==> config.mk <==
export PLATFORM = sky130hd
export DESIGN_NAME = dl_loop_tx_buffer
export DESIGN_NICKNAME = d
export VERILOG_FILES = /design/src/rtl/dl_loop_pkg.sv /design/src/rtl/dl_bank_store.sv /design/src/rtl/dl_fifo_path.sv /design/src/rtl/dl_loop_path.sv /design/src/rtl/dl_loop_tx_buffer.sv
export SDC_FILE = /design/constraint.sdc
export NUM_CORES = 2
export LEC_CHECK = 0
export BUFFER_PORTS_ARGS = -buffer_cell sky130_fd_sc_hd__buf_4
export CORE_AREA = 2 2 407 449
export DETAILED_ROUTE_END_ITERATION = 7
export DIE_AREA = 0 0 409 451
export PLACE_DENSITY_LB_ADDON = 0.2
export REMOVE_ABC_BUFFERS = 1
export SYNTH_ARGS = -nofsm -noshare
export SYNTH_HDL_FRONTEND = slang
export SYNTH_SLANG_ARGS = --single-unit
==> constraint.sdc <==
create_clock -name clk -period 8.55 [get_ports clk]
set_input_delay 2.1375 -clock clk [delete_from_list [all_inputs] [get_ports clk]]
set_output_delay 2.1375 -clock clk [all_outputs]
set_load 0.01 [all_outputs]
==> src/rtl/dl_loop_pkg.sv <==
package dl_loop_pkg;

    localparam int DL_BYTE_W = 8;
    localparam int DL_BIT_W  = $clog2(DL_BYTE_W);

    typedef logic [DL_BYTE_W-1:0] dl_byte_t;
    typedef logic [DL_BIT_W-1:0]  dl_bit_idx_t;

    typedef enum logic {
        LP_IDLE = 1'b0,
        LP_RUN  = 1'b1
    } dl_loop_state_e;

    // index of the last bit sent from a byte for the chosen packing
    function automatic dl_bit_idx_t dl_last_bit(input logic pack6);
        return pack6 ? dl_bit_idx_t'(5) : dl_bit_idx_t'(DL_BYTE_W - 1);
    endfunction

    // pick one bit of a byte
    function automatic logic dl_pick(input dl_byte_t b, input dl_bit_idx_t i);
        return b[i];
    endfunction

endpackage

==> src/rtl/dl_bank_store.sv <==
module dl_bank_store
    import dl_loop_pkg::*;
#(
    parameter int DEPTH = 64
) (
    input  logic                     clk,
    input  logic                     wr_en,
    input  logic                     wr_bank,
    input  logic [$clog2(DEPTH)-1:0] wr_idx,
    input  dl_byte_t                 wr_data,
    input  logic                     rd_bank,
    input  logic [$clog2(DEPTH)-1:0] rd_idx,
    output dl_byte_t                 rd_data
);
    localparam int AW = $clog2(DEPTH);

    dl_byte_t mem [2*DEPTH];

    always_ff @(posedge clk) begin
        if (wr_en) begin
            mem[{wr_bank, wr_idx}] <= wr_data;
        end
    end

    assign rd_data = mem[{rd_bank, rd_idx}];

    initial begin
        assert (AW >= 1) else $error("dl_bank_store depth too small");
    end

endmodule

==> src/rtl/dl_fifo_path.sv <==
module dl_fifo_path
    import dl_loop_pkg::*;
#(
    parameter int DEPTH = 64
) (
    input  logic     clk,
    input  logic     rst,
    input  logic     flush,
    input  logic     wr_en,
    input  dl_byte_t wr_data,
    input  logic     pack6,
    input  logic     bit_req,
    output logic     tx_bit,
    output logic     drop
);
    localparam int AW = $clog2(DEPTH);
    localparam int CW = $clog2(DEPTH + 1);

    dl_byte_t           mem [DEPTH];
    logic [AW-1:0]      wp, rp;
    logic [CW-1:0]      cnt;
    dl_bit_idx_t        bit_idx;

    logic full, empty, push, pop, adv, at_last;

    function automatic logic [AW-1:0] ptr_next(input logic [AW-1:0] p);
        return (p == AW'(DEPTH - 1)) ? '0 : p + 1'b1;
    endfunction

    assign full    = (cnt == CW'(DEPTH));
    assign empty   = (cnt == '0);
    assign push    = wr_en && !full;
    assign drop    = wr_en && full;
    assign adv     = bit_req && !empty;
    assign at_last = (bit_idx >= dl_last_bit(pack6));
    assign pop     = adv && at_last;

    always_ff @(posedge clk) begin
        if (push) begin
            mem[wp] <= wr_data;
        end
    end

    always_ff @(posedge clk) begin
        if (rst || flush) begin
            wp      <= '0;
            rp      <= '0;
            cnt     <= '0;
            bit_idx <= '0;
        end else begin
            if (push) wp <= ptr_next(wp);
            if (pop)  rp <= ptr_next(rp);
            cnt <= cnt + CW'(push) - CW'(pop);
            if (adv) begin
                bit_idx <= at_last ? '0 : bit_idx + 1'b1;
            end
        end
    end

    assign tx_bit = empty ? 1'b1 : dl_pick(mem[rp], bit_idx);

    // occupancy never exceeds the depth
    a_r5_count_bound: assert property (@(posedge clk) disable iff (rst)
        cnt <= CW'(DEPTH));

    // a dropped write without a pop leaves the queue full
    a_r5_drop_full: assert property (@(posedge clk) disable iff (rst || flush)
        (drop && !bit_req) |=> (cnt == CW'(DEPTH)));

    // an empty queue with no write stays at bit 0
    a_r4_empty_hold: assert property (@(posedge clk) disable iff (rst || flush)
        (empty && !wr_en) |=> (bit_idx == '0 && tx_bit));

endmodule

==> src/rtl/dl_loop_path.sv <==
module dl_loop_path
    import dl_loop_pkg::*;
#(
    parameter int DEPTH = 64
) (
    input  logic     clk,
    input  logic     rst,
    input  logic     enable,
    input  logic     wr_en,
    input  dl_byte_t wr_data,
    input  logic     msg_end,
    input  logic     mf_start,
    input  logic     pack6,
    input  logic     bit_req,
    output logic     tx_bit,
    output logic     drop
);
    localparam int AW = $clog2(DEPTH);
    localparam int CW = $clog2(DEPTH + 1);

    typedef struct packed {
        logic          bank;
        logic [CW-1:0] len;
        logic [AW-1:0] byte_idx;
        dl_bit_idx_t   bit_idx;
    } play_pos_t;

    dl_loop_state_e st;
    play_pos_t      play;
    logic           pend;
    logic [CW-1:0]  pend_len;
    logic [CW-1:0]  ld_cnt;

    logic     ld_full, acc_wr, commit, swap, advance, at_last, at_end, running;
    dl_byte_t rd_data;

    assign running = (st == LP_RUN);
    assign ld_full = (ld_cnt == CW'(DEPTH));
    assign acc_wr  = enable && wr_en && !pend && !ld_full;
    assign drop    = enable && wr_en && !pend && ld_full;
    assign commit  = enable && msg_end && !pend && (acc_wr || ld_cnt != '0);
    assign swap    = enable && mf_start && pend;
    assign advance = running && bit_req && !swap;
    assign at_last = (play.bit_idx >= dl_last_bit(pack6));
    assign at_end  = ((CW'(play.byte_idx) + 1'b1) == play.len);

    dl_bank_store #(.DEPTH(DEPTH)) store_i (
        .clk     (clk),
        .wr_en   (acc_wr),
        .wr_bank (~play.bank),
        .wr_idx  (ld_cnt[AW-1:0]),
        .wr_data (wr_data),
        .rd_bank (play.bank),
        .rd_idx  (play.byte_idx),
        .rd_data (rd_data)
    );

    always_ff @(posedge clk) begin
        if (rst || !enable) begin
            st       <= LP_IDLE;
            play     <= '0;
            pend     <= 1'b0;
            pend_len <= '0;
            ld_cnt   <= '0;
        end else begin
            if (acc_wr) ld_cnt <= ld_cnt + 1'b1;
            if (commit) begin
                pend     <= 1'b1;
                pend_len <= ld_cnt + CW'(acc_wr);
                ld_cnt   <= '0;
            end
            if (swap) begin
                st            <= LP_RUN;
                play.bank     <= ~play.bank;
                play.len      <= pend_len;
                play.byte_idx <= '0;
                play.bit_idx  <= '0;
                pend          <= 1'b0;
            end else if (advance) begin
                if (at_last) begin
                    play.bit_idx  <= '0;
                    play.byte_idx <= at_end ? '0 : play.byte_idx + 1'b1;
                end else begin
                    play.bit_idx <= play.bit_idx + 1'b1;
                end
            end
        end
    end

    assign tx_bit = running ? dl_pick(rd_data, play.bit_idx) : 1'b1;

    // nothing but ones before a message has started
    a_r6_idle_ones: assert property (@(posedge clk) disable iff (rst)
        !running |-> tx_bit);

    // takeover restarts at byte 0, bit 0
    a_r9_swap_restart: assert property (@(posedge clk) disable iff (rst || !enable)
        swap |=> (running && play.byte_idx == '0 && play.bit_idx == '0 && !pend));

    // the replay index stays inside the committed length
    a_r8_idx_in_range: assert property (@(posedge clk) disable iff (rst)
        running |-> (CW'(play.byte_idx) < play.len));

    // the load count never passes the depth
    a_r10_load_bound: assert property (@(posedge clk) disable iff (rst)
        ld_cnt <= CW'(DEPTH));

    // a waiting commit is only retired by a multiframe start
    a_r11_pend_hold: assert property (@(posedge clk) disable iff (rst || !enable)
        (pend && !mf_start) |=> pend);

    // nothing is loaded while a commit waits
    a_r11_no_load: assert property (@(posedge clk) disable iff (rst || !enable)
        (pend && !mf_start) |=> $stable(ld_cnt));

endmodule

==> src/rtl/dl_loop_tx_buffer.sv <==
module dl_loop_tx_buffer
    import dl_loop_pkg::*;
#(
    parameter int DEPTH = 64
) (
    input  logic       clk,
    input  logic       rst,
    input  logic       loop_mode,
    input  logic       pack6,
    input  logic       wr_en,
    input  logic [7:0] wr_data,
    input  logic       msg_end,
    input  logic       mf_start,
    input  logic       bit_req,
    output logic       tx_bit,
    output logic       ovf_flag
);
    logic fifo_bit, fifo_drop, loop_bit, loop_drop;

    dl_fifo_path #(.DEPTH(DEPTH)) fifo_i (
        .clk     (clk),
        .rst     (rst),
        .flush   (loop_mode),
        .wr_en   (wr_en && !loop_mode),
        .wr_data (wr_data),
        .pack6   (pack6),
        .bit_req (bit_req && !loop_mode),
        .tx_bit  (fifo_bit),
        .drop    (fifo_drop)
    );

    dl_loop_path #(.DEPTH(DEPTH)) loop_i (
        .clk      (clk),
        .rst      (rst),
        .enable   (loop_mode),
        .wr_en    (wr_en),
        .wr_data  (wr_data),
        .msg_end  (msg_end),
        .mf_start (mf_start),
        .pack6    (pack6),
        .bit_req  (bit_req),
        .tx_bit   (loop_bit),
        .drop     (loop_drop)
    );

    always_ff @(posedge clk) begin
        if (rst) begin
            ovf_flag <= 1'b0;
        end else if (fifo_drop || loop_drop) begin
            ovf_flag <= 1'b1;
        end
    end

    assign tx_bit = loop_mode ? loop_bit : fifo_bit;

    // the overflow flag is sticky
    a_r12_ovf_sticky: assert property (@(posedge clk) disable iff (rst)
        ovf_flag |=> ovf_flag);

    // reset leaves an idle line and a clear flag
    a_r1_reset_state: assert property (@(posedge clk)
        rst |=> (tx_bit && !ovf_flag));

endmodule

Yosys cells after proc, flatten, opt, wreduce, memory -nomap -nowiden
Memory sizes are Yosys's and may differ from the RTL's. A register that Yosys moved wholly into a read port is not among the register bits. Index checks and enable logic that the tools add are counted.

Memories: 2. Memory bits (writable): 1536. Output and inout bits: 2. Bits in registers: 56. Word-level logic and storage cells: 86.

Bitwise logic cells: 1. Magnitude comparators: 4. Reductions and logical operators: 32. $add $sub $neg: 10. Equality and inequality tests: 5. Muxes and demuxes: 19.

Memory list: loop_i.store_i.mem (depth 128, width 8, read ports 1, clocked after Yosys merged registers in 0, write ports 1, line dl_bank_store.sv:17) `dl_byte_t mem [2*DEPTH];`; fifo_i.mem (depth 64, width 8, read ports 1, clocked after Yosys merged registers in 1, write ports 1, line dl_fifo_path.sv:19) `dl_byte_t mem [DEPTH];`.

Operators by type and width (number): 6-bit two-way mux (5); 6-bit by 1-bit adder with 6-bit output, second input constant (3); 1-bit logical AND (17); 7-bit by 1-bit adder with 7-bit output (2); 7-bit == test, second input constant (2); 6-bit == test, second input constant (2); 1-bit two-way mux (9); 3-bit by 4-bit less-than comparator with 1-bit output, second input constant (2); 6-bit by 1-bit adder with 7-bit output, second input constant (1); 7-bit by 1-bit adder with 7-bit output, second input constant (1); 7-bit == test (1); 7-bit zero test (1); 7-bit nonzero test (1); 7-bit by 1-bit subtractor with 7-bit output (1); 3-bit by 1-bit adder with 3-bit output, second input constant (2); 1-bit binary-select mux with 3-bit select (2); 3-bit greater-or-equal comparator (2); 1-bit zero test (6); 3-bit two-way mux (2); 1-bit logical OR (4); 2-bit OR reduction (2); 2-bit two-way mux (1); 2-bit AND reduction (1); 1-bit NOT (1).

Longest topological paths before layout
Depth in word-level cells: 6. Depth in mapped cells: 17. Depth with buffers taken out: 17.

Hierarchy
A second synthesis with hierarchy kept.

Cell total of the unflattened synthesis: 2967. Area, all modules: 62869.0 um^2.

By module, submodules not included: dl_bank_store (times used 1, seq. area each 30749.5 um^2, cells an instance 1627, area an instance 39505.4 um^2); dl_fifo_path (times used 1, seq. area each 15935.3 um^2, cells an instance 1127, area an instance 21444.3 um^2); dl_loop_path (times used 1, seq. area each 660.6 um^2, cells an instance 207, area an instance 1858.0 um^2); dl_loop_tx_buffer (times used 1, seq. area each 20.0 um^2, cells an instance 6, area an instance 61.3 um^2).

Worst setup path after synthesis
No wires, ideal clock.

Kind: in2out. Start point: in loop_mode. End point: out tx_bit. Path slack: 3.066 ns. Path buffers: 1. Data required time: 6.412 ns. Arrival time: 3.346 ns. Stages: 7. Cells stage by stage: clkbuf_1 > nand2_1 > a311oi_1 > o21ai_0 > o22a_1 > a311oi_1 > a32oi_1.

Cells in the longest elaborated chain, start to end: 1.

Ends and longest elaborated chain: start, declared (line dl_loop_tx_buffer.sv:8) `input logic loop_mode,`; 1-bit two-way mux (line dl_loop_tx_buffer.sv:54) `assign tx_bit = loop_mode ? loop_bit : fifo_bit;`; end, declared (line dl_loop_tx_buffer.sv:15) `output logic tx_bit,`.

No other way between the ends.

Worst setup path in the final report
Start point: reg loop_i.play[3] in the netlist's numbering. End point: out tx_bit.

Cells in the longest elaborated chain, start to end: 5.

Ends and longest elaborated chain: start, declared (line dl_loop_path.sv:29) `play_pos_t play;`; memory 128 x 8 bit; 1-bit binary-select mux with 3-bit select (line dl_loop_pkg.sv:21) `return b[i];`; 1-bit two-way mux (implied by the code) (line dl_loop_pkg.sv:21); 1-bit two-way mux (line dl_loop_path.sv:90) `assign tx_bit = running ? dl_pick(rd_data, play.bit_idx) : 1'b1;`; 1-bit two-way mux (line dl_loop_tx_buffer.sv:54).

No other way between the ends. The select of a mux whose other input is x is not followed.

==> run summary <==
Outcome -> finished, final reports clean
RSZ-0062 raised after global routing -> no
Transition at the pin with the smallest max-transition slack -> 1170 ps
Remaining global-route overflow -> 0
Clock sink total -> 1598
Most used DFF post-synth -> edfxtp_1
Die Span Y -> 451 um
Relative slew slack -> 22.2%
WHS -> 438 ps
Hold Path Class -> flip-flop to flip-flop
Number of buffers inserted during clock tree synthesis -> 172
Synthesis-to-finish area growth -> 13.5%
Setup violators final -> 0
Total Routed Length -> 161000 um
FP Rows -> 164
Cell area power density -> 226 nW/um2
Number of port buffers -> 17
Top cell types by occurrence after synthesis -> edfxtp_1, mux4_2, nor2_1
Post-synth design cell area -> 62600 um2
DRC marker count from the first detailed-route iteration -> 2938
Synth area leader -> edfxtp_1
Core utilization of the finished layout -> 39.4%
Slowest cell delay on critical path -> 870 ps
Tot GR Track Use -> 17.4%
Number of global-route vias before repair -> 31316
Clock H-tree levels -> 4
Sequential area share after synthesis -> 75.7%
CP required -> 6410 ps
Max cap viols -> 0
Clk_skew -> 36.7 ps
Peak supply drop -> 214 uV
Hold Fails Final Rpt -> 0
Floorplan die width -> 409 um
Top Ports -> 18
NumNets Final -> 3256
Clock tree from TritonCTS -> done
Share of async-settable or async-resettable flops after synthesis -> 0%
Post-CTS sizing -> 0
First-pass GRT wire length -> 232000 um
Mean instance size in the synthesized netlist -> 20.0 um2
Largest delay share family, worst path -> compound AO/OA/AOI/OAI gates
Count of cell types in the netlist -> 74
Number of detailed-routing iterations run before antenna repair -> 8
Kind of capture point of the worst setup path -> output port
Number of enable flip-flop cells after synthesis -> 1536
Crit start category -> flip-flop
Initial Util -> 34.7%
Setup total negative slack -> 0 ps
Pin count of the biggest net entering global routing -> 114
Number of warnings reported in the yosys synthesis log -> 0
Number of instances in the synthesized netlist -> 3135
Worst path bufs/invs -> 2
DRC violations left -> 0
Pleak -> 21.0 nW
Fraction of final layout cells sized beyond drive strength 1 -> 22.0%
Highest achievable clock rate -> 134 MHz
WL/cell -> 27.9 um
Number of antenna violations at the first check in global routing -> 1
Top cells by area in the synthesized netlist -> edfxtp_1, mux4_2, dfxtp_1
Die Footprint -> 184000 um2
CP Class -> flip-flop to output port
Most used cell, CP -> a32oi_1
Data arrival time of the critical path -> 5320 ps
Fill cell total of the finished layout -> 16165
Number of vias in the routed layout -> 30604
Worst setup margin -> 1100 ps
CP max stage cell -> o41ai_1
Top-count cell post-synth -> edfxtp_1
Cell chain of the critical path -> buf_12 > mux4_2 > a32oi_1 > o311ai_0 > o41ai_1 > nor3_1 > o211ai_1 > a32oi_1 > buf_4
Share of Yosys cell area claimed by the top area cell type -> 73.7%
Register bit total from synthesis -> 1598
Clock Path Buffers -> 3
Pre-CTS WS -> 2010 ps
Number of buffers inserted by hold repair at cts -> 0
Placer Congestion -> 0.831
Clk pin slew, worst setup/hold paths -> 60 ps
Total setup buffers inserted after CTS -> 0
PnR Total Power -> 16.0 mW
Core ar. -> 180000 um2
Remaining antenna violation count after routing -> 0
Final clock period utilization by the worst path -> 87.2%
Hpwl dp -> 98000 um
Clk_lat worst skew -> 820 ps
Clock period minus final worst setup slack -> 7450 ps
Vias per Instance -> 5.30
Final-report max-slew violation count -> 0
Worst-path maximum fanout -> 54
Root Buffer Master -> clkbuf_16
[registers in the layout, summed over array words and instances, names as in the netlist, 3 cells and up, named ones only]
| signal | flops |
|---|---|
| loop_i.ld_cnt | 7 |
| fifo_i.mem | 512 |
| fifo_i.cnt | 7 |
| loop_i.play | 17 |
| loop_i.pend_len | 7 |
| fifo_i.bit_idx | 3 |
| loop_i.store_i.mem | 1024 |
| fifo_i.wp | 6 |
| fifo_i.rp | 6 |
[report_power, final]
part | switching (mW) | internal [mW] | total, mW | leakage, nW
registers | 0.00325 | 8.58 | 8.58 | 14.3
clock network | 3.15 | 4.10 | 7.25 | 2.67
logic | 0.168 | 0.0246 | 0.193 | 3.99
[logic make-up after synthesis]
logic type	after synthesis	share of synthesized area (%)
buf+inv	195	1.54
mux	467	14.7
fa+ha+maj	21	0.432
xor+xnor	33	0.484
compound gates	329	3.57
flops	1598	75.7
simple gates	492	3.58
[through the flow]
stage               instances  instance area [um2]
floorplan                2959                61700
global placement         5452                65500
detailed placement       5452                65500
CTS                      5771                71000
global route             5771                71000
finish                   5772                71000
[worst reg2reg max path: cells and delay by family, from the launching register on]
kind / cells / cell delay [ps]
DFF: 1 / 340
AOI/OAI and AO/OA: 4 / 1270
adders and majority gates: 4 / 1000
buffers and inverters: 3 / 370
xor gates and xnor gates: 1 / 130
and+or+nand+nor: 5 / 880
[path summary, 6_finish.rpt]
check                                                startpoint                           end  slack [ps]  cells after the start
worst min-delay path            loop_i.pend_len[2]$_SDFFE_PP0P_  loop_i.play[11]$_SDFFE_PP0P_         440                      2
worst max register to register         fifo_i.cnt[2]$_SDFF_PP0_      fifo_i.cnt[6]$_SDFF_PP0_        4450                     17
worst min register to register  loop_i.pend_len[2]$_SDFFE_PP0P_  loop_i.play[11]$_SDFFE_PP0P_         440                      2
worst max-delay path                loop_i.play[3]$_SDFFE_PP0P_                        tx_bit        1100                      9
[layout by cell type (no fill, tap or decap), drive strengths merged, types with 7 or more instances in the layout]
cell type     n
edfxtp     1536
mux4        358
nor2        260
clkbuf      212
a22oi        97
a21oi        87
buf          86
clkinv       86
mux2i        83
nand2        79
dfxtp        62
nand3        29
nor2b        29
mux2         26
o21ai        26
inv          23
o22ai        21
a211oi       20
ha           20
xor2         16
xnor2        16
o221ai       15
nand2b       13
nor4         12
bufinv       11
and2         11
nand4        10
o211ai        7
nor3          7
or2           7
[per-layer routing]
layer / GRT usage, % / share of wire, % / vias to the layer above
li1: - / - / 13108
met1: 23.5 / 43 / 16427
met2: 29.2 / 50 / 853
met3: 2.71 / 5.2 / 214
met4: 4.46 / 2.1 / 2
met5: 0 / 0.011 / -
[final cells by class]
class | count | area, um2 | area share (%)
sequential | 1598 | 47400 | 66.7
multi-input combinational | 1342 | 14300 | 20.1
clock buffer | 212 | 4500 | 6.33
tap | 2407 | 3010 | 4.24
clock inverter | 107 | 1010 | 1.42
timing repair buffer | 86 | 763 | 1.07
inverter | 19 | 71.3 | 0.100
antenna | 1 | 2.50 | 0.00352
(Power assumes the default switching activity.)
